--- config.mk ---
export PLATFORM = sky130hd
export DESIGN_NAME = oddeven_sort_array
export DESIGN_NICKNAME = d
export VERILOG_FILES = /design/src/rtl/oddeven_sort_array.sv
export SDC_FILE = /design/constraint.sdc
export NUM_CORES = 1
export LEC_CHECK = 0
export BUFFER_PORTS_ARGS = -buffer_cell sky130_fd_sc_hd__buf_4
export CORE_MARGIN = 5
export CORE_UTILIZATION = 40
export CTS_BUF_LIST = sky130_fd_sc_hd__clkbuf_4
export DETAILED_ROUTE_END_ITERATION = 7
export PLACE_DENSITY = 0.58
export SLEW_MARGIN = 5
export SYNTH_ARGS = -nofsm -noshare
export SYNTH_HDL_FRONTEND = slang
export SYNTH_SLANG_ARGS = --single-unit
--- constraint.sdc ---
create_clock -name clk -period 5 [get_ports clk]
set_clock_uncertainty 0.1 [all_clocks]
set_input_delay 0.5 -clock clk [delete_from_list [all_inputs] [get_ports clk]]
set_output_delay 0.5 -clock clk [all_outputs]
set_load 0.01 [all_outputs]
--- src/rtl/oddeven_sort_array.sv ---
module oddeven_sort_array #(
  parameter int N = 8,
  parameter int W = 16
) (
  input  logic           clk,
  input  logic           rst_n,
  input  logic           start,
  input  logic [N*W-1:0] load_vec,
  output logic           busy,
  output logic           done,
  output logic [N*W-1:0] sorted_vec
);
  localparam int CW = $clog2(N) + 1;

  logic [N-1:0][W-1:0] val, nxt;
  logic [N-2:0]        swp;
  logic [CW-1:0]       ph;
  logic                odd;
  logic                last_ph;

  assign odd     = ph[0];
  assign last_ph = (ph == CW'(N - 1));

  for (genvar i = 0; i < N - 1; i++) begin : g_pair
    localparam bit PAR = (i % 2) == 1;
    assign swp[i] = (odd == PAR) && (val[i] > val[i+1]);
  end

  for (genvar i = 0; i < N; i++) begin : g_pe
    if (i == 0) begin : g_first
      assign nxt[i] = swp[i] ? val[i+1] : val[i];
    end else if (i == N - 1) begin : g_last
      assign nxt[i] = swp[i-1] ? val[i-1] : val[i];
    end else begin : g_mid
      assign nxt[i] = swp[i]   ? val[i+1] :
                      swp[i-1] ? val[i-1] : val[i];
    end
  end

  always_ff @(posedge clk or negedge rst_n) begin
    if (!rst_n) begin
      val  <= '0;
      ph   <= '0;
      busy <= 1'b0;
      done <= 1'b0;
    end else begin
      done <= 1'b0;
      if (!busy && start) begin
        val  <= load_vec;
        ph   <= '0;
        busy <= 1'b1;
      end else if (busy) begin
        val <= nxt;
        ph  <= ph + 1'b1;
        if (last_ph) begin
          busy <= 1'b0;
          done <= 1'b1;
        end
      end
    end
  end

  assign sorted_vec = val;

  logic ordered;
  always_comb begin
    ordered = 1'b1;
    for (int k = 0; k < N - 1; k++)
      if (val[k] > val[k+1]) ordered = 1'b0;
  end

  AST_LOAD_PARALLEL: assert property (@(posedge clk) disable iff (!rst_n)
    (!busy && start) |=> (busy && sorted_vec == $past(load_vec)));
  AST_DONE_ONE_CYCLE: assert property (@(posedge clk) disable iff (!rst_n)
    done |=> !done);
  AST_DONE_ENDS_BUSY: assert property (@(posedge clk) disable iff (!rst_n)
    done |-> (!busy && $past(busy)));
  AST_SORTED_AT_DONE: assert property (@(posedge clk) disable iff (!rst_n)
    done |-> ordered);
  AST_START_IGNORED: assert property (@(posedge clk) disable iff (!rst_n)
    (busy && !last_ph) |=> (busy && ph == $past(ph) + 1'b1));
  AST_IDLE_HOLD: assert property (@(posedge clk) disable iff (!rst_n)
    (!busy && !start) |=> $stable(sorted_vec));
endmodule

Word level (Yosys, flattened, before mapping)
Index checks and enable logic that the tools add are counted.
{ "op_classes": {"add_sub_neg": 1, "magnitude_cmp": 7, "eq_ne": 1, "n_mux": 24, "bitwise_logic": 1, "reduce_logical": 26} }
{ "op_table": {"columns": ["cell", "n"], "rows": [
  ["128-bit two-way mux", 2],
  ["16-bit two-way mux", 14],
  ["16-bit > comparator", 7],
  ["3-bit nonzero test", 6],
  ["2-bit AND reduction", 8],
  ["1-bit logical AND", 8],
  ["4-bit two-way mux", 2],
  ["1-bit two-way mux", 6],
  ["2-bit nonzero test", 3],
  ["4-bit by 1-bit adder with 4-bit output (second input constant)", 1],
  ["4-bit by 3-bit equality test with 1-bit output (second input constant)", 1],
  ["1-bit zero test", 1],
  ["1-bit inverter", 1]
]} }
{ "totals": {"ff_bits": 134, "output_inout_bits": 130} }

Longest topological paths before layout
{ "depth": {"ltp_word": 6, "ltp_mapped": 11} }

Worst setup path after synthesis
Ideal clock, no wire load.
{ "synth_path": {"kind": "register -> register", "startpoint": "reg val (netlist bit sorted_vec[110])", "endpoint": "reg val (netlist bit sorted_vec[106])", "setup_time_ns": 0.125, "t_arrival_ns": 2.597, "setup_slack_ns": 2.178, "path_stages_with_launch": 12, "path_buffers": 3, "period_less_slack_ns": 2.822, "path_cell_list": "dfrtp_1 > inv_1 > ha_1 > nand4_2 > or3_1 > a21o_1 > a311oi_2 > buf_6 > a211o_1 > buf_6 > buf_12 > mux2_4"} }
{ "synth_between": {"elab_chain_len": 5, "elab_cells_between_ends": 9, "classes_between": "2 x order compare; 3 x mux; 4 x reduce/logical"} }
{ "synth_lines": {"columns": ["item", "line_no", "source"], "rows": [
  ["start: declaration", "15", "logic [N-1:0][W-1:0] val, nxt;"],
  ["start signal: assignment", "49", "val <= load_vec;"],
  ["start signal: assignment", "53", "val <= nxt;"],
  ["16-bit > comparator", null, null],
  ["1-bit logical AND", "26", "assign swp[i] = (odd == PAR) && (val[i] > val[i+1]);"],
  ["16-bit two-way mux", "35", "assign nxt[i] = swp[i] ? val[i+1] :"],
  ["128-bit two-way mux", "52", "end else if (busy) begin"],
  ["128-bit two-way mux", "48", "if (!busy && start) begin"]
]} }
Several ways; a longest one is shown, not always the timed one. The select of a mux whose other input is x is not followed.
A chain may end at the register's enable or synchronous reset.

Worst setup path in the final report
{ "layout_path": {"startpoint": "reg val (netlist bit sorted_vec[107])", "endpoint": "reg val (netlist bit sorted_vec[102])"} }
The elaborated chain is that of the path after synthesis.

==> results.py <==
metrics = {
    "routing": {
        "drtAntennaViolNets": 0,
        "vias": 11400,
        "drt-total-wl_mm": 44.2,
        "drc_errors": 0,
        "drt_first_pass_iters": 6,
        "drt_iter0_drc": 1019,
        "via_per_inst": 5.91,
        "avgRoutedWirePerCell_um": 22.9,
    },
    "yosys": {
        "synth_nets": 1565,
        "ys_types": 69,
        "yosys.area.top_type": "dfrtp_1",
        "postSynthRegisterBits": 134,
        "ys_top_cells_by_area": "dfrtp_1 30%, ha_1 13%, nor2_1 7.1%, mux2i_1 7.1%, a32o_1 4.3%",
        "ys_warn_count": 0,
        "synth_flop_cell": "dfrtp_1",
        "syn_area_sq_um": 11200,
        "yosysSeqAreaShare_pct": 29.9,
        "async_reset_ff_share_pct": 100,
        "synth-edff-count": 0,
        "syn-instance-count": 1321,
        "syn_avg_cell_area_sq_um": 8.49,
        "synth_top_area_share_pct": 29.9,
    },
    "setup_path": {
        "required_ns": 5.36,
        "path_buf_inv": 1,
        "critical-path-top-delay-family": "compound AO/OA/AOI/OAI gates",
        "worst-setup-path-type": "flip-flop to flip-flop",
        "cp_max_fo": 16,
        "cp-end-kind": "flip-flop",
        "slowest_delay_ns": 0.87,
        "start_kind": "flip-flop",
        "worst_path_max_delay_cell": "a211o_1",
        "path_cells": "inv_1 -> ha_1 -> nand4_1 -> or3_1 -> a21o_1 -> a311oi_4 -> a211o_1 -> mux2_2",
        "arrival_ns": 3.96,
    },
    "floorplan": {
        "die_y_um": 177,
        "num_io_pins": 261,
        "dieArea_sq_um": 31500,
        "start_util_pct": 40.5,
        "rows": 61,
        "dieWidth_um": 177,
        "coreArea_sq_um": 27700,
    },
    "sta": {
        "max_freq_ghz": 0.278,
        "worst_pin_slew_ns": 1.04,
        "slew_headroom_pct": 30.8,
        "rsz0062_at_grt": "no",
        "final.min_clock_period_ns": 3.60,
        "hold_violations": 0,
        "slew_violations": 0,
        "fin_hold_ws_ns": 0.0812,
        "worst_slack_ns": 1.40,
        "period_share_pct": 72.1,
        "setup_tns_ns": 0,
        "setup_viol": 0,
    },
    "final_layout": {
        "final_area_sq_um": 13800,
        "layout.nets": 1781,
        "drive_above_1_share_pct": 22.9,
        "areaGrowthSynthToFinish_pct": 23.0,
    },
    "clocking": {
        "post_cts.repair.setup_buffers": 0,
        "cts_tree": "yes",
        "clk_pin_slew_worst_paths_ns": 0.15,
        "htreeDepth": 4,
        "cts.sinks": 134,
        "cts_buffer_depth": 2,
        "numCtsBuffers": 17,
        "insertion_delay_ns": 0.58,
        "cts_root_buffer": "clkbuf_4",
    },
    "place": {
        "dp_slack_ns": 1.46,
        "gp_congestion": 0.870,
        "dp_hpwl_mm": 33.8,
        "port_buffers": 260,
        "place_area_sq_um": 13500,
    },
    "power_and_ir_drop": {
        "powerDensity_nw_per_um2": 832,
        "finalPower_w": 0.0115,
        "p_leak_nw": 6.38,
        "irDropWorstVdd_uv": 314,
    },
    "global_route": {
        "grt_use_total_pct": 27.2,
        "antenna_found_initial": 1,
        "grt_max_degree": 101,
        "grt_pass1_wl_mm": 66.3,
        "grt_pass1_vias": 11200,
        "grt_overflow": 0,
    },
    "status": {
        "status": "complete, no violations",
    },
    "job": {
        "maxCapViolations": 0,
    },
    "worst_hold_path": {
        "hold_path.class": "input pin to flip-flop",
    },
}
where the power goes:
part | leakage [nW] | total, W | switching, W | internal [W]
Clock | 0.162 | 0.000858 | 0.000460 | 0.000397
Sequential | 1.70 | 0.00242 | 0.000801 | 0.00162
Combinational | 4.52 | 0.00820 | 0.00471 | 0.00349
Total | 6.38 | 0.0115 | 0.00597 | 0.00551
repair_timing:
action | 4_1_cts | 5_1_grt
hold endpoints to repair | 53 | 0
gates resized for setup | 0 | 0
setup endpoints to repair | 0 | 0
hold buffers | 1 | 0
metal layers:
layer | part of all wire (%) | track usage, %
met1 | 43 | 36.1
met3 | 6.7 | 5.37
met4 | 2.2 | 8.02
met5 | 0 | 0
met2 | 48 | 45.0
layout make-up:
class | count | area, sq um
Timing Repair Buffer | 287 | 2160
Clock buffer | 18 | 135
Clock inverter | 13 | 183
Antenna cell | 1 | 2.50
Sequential cell | 134 | 3350
Fill cell | 2802 | 13900
Multi-Input combinational cell | 980 | 7050
Tap cell | 378 | 473
Inverter | 117 | 439
flip-flops by register name (all words and copies together) (netlist names):
signal,flops
done,1
sorted_vec,128
ph,4
busy,1
stage by stage:
step	cells	utilization [%]
finish	1928	49.8
CTS	1927	49.8
floorplan	1321	-
global placement	1895	48.6
global route	1928	49.8
detailed placement	1895	48.6
cell usage after synthesis (all sizes together), types with 19 or more instances:
cell type	instances
nor2	214
dfrtp	134
inv	116
ha	113
nand2	91
mux2i	79
a21oi	76
clkbuf	55
o211ai	55
a32o	48
o21ai	36
buf	35
nand4	23
nor3	19
o31ai	19
cells in the final DEF, fill, tap and decap left out, drive strengths merged, types with 19 or more instances in the layout:
| cell | instances |
|---|---|
| inv | 116 |
| dfrtp | 134 |
| a32o | 48 |
| buf | 286 |
| o21ai | 36 |
| nand2 | 91 |
| nor3 | 19 |
| ha | 113 |
| o31ai | 19 |
| nor2 | 214 |
| a21oi | 76 |
| o211ai | 55 |
| nand4 | 23 |
| mux2i | 79 |
logic make-up (layout without fill, tap and decap cells):
| kind of cell | Yosys count | after routing | synth area share, % |
|---|---|---|---|
| simple gates | 401 | 401 | 15.7 |
| compound gates | 368 | 368 | 24.8 |
| buf+inv | 207 | 435 | 7.69 |
| flops | 134 | 134 | 29.9 |
| fa+ha+maj | 113 | 113 | 12.6 |
| mux | 96 | 96 | 9.09 |
| xor+xnor | 2 | 2 | 0.156 |
| other cells | 0 | 1 | 0 |
path summary, 6_finish.rpt:
| kind | start | end | slack [ns] | cells after the start |
|---|---|---|---|---|
| setup / recovery | sorted_vec[107]$_DFFE_PN0P_ | sorted_vec[102]$_DFFE_PN0P_ | 1.40 | 8 |
| hold / removal | load_vec[122] | sorted_vec[122]$_DFFE_PN0P_ | 0.08 | 3 |
| setup reg to reg | sorted_vec[107]$_DFFE_PN0P_ | sorted_vec[102]$_DFFE_PN0P_ | 1.40 | 8 |
| hold reg to reg | ph[3]$_DFFE_PN0P_ | ph[3]$_DFFE_PN0P_ | 0.44 | 2 |
| max in group asynchronous | rst_n | sorted_vec[93]$_DFFE_PN0P_ | 3.16 | 3 |
| min in group asynchronous | rst_n | sorted_vec[97]$_DFFE_PN0P_ | 0.52 | 2 |
tightest hold or removal path: stages:
cell,delay [ns]
buf_4,0.08
a21oi_1,0.05
mux2i_1,0.11
Power figures use the tool's default switching activity.
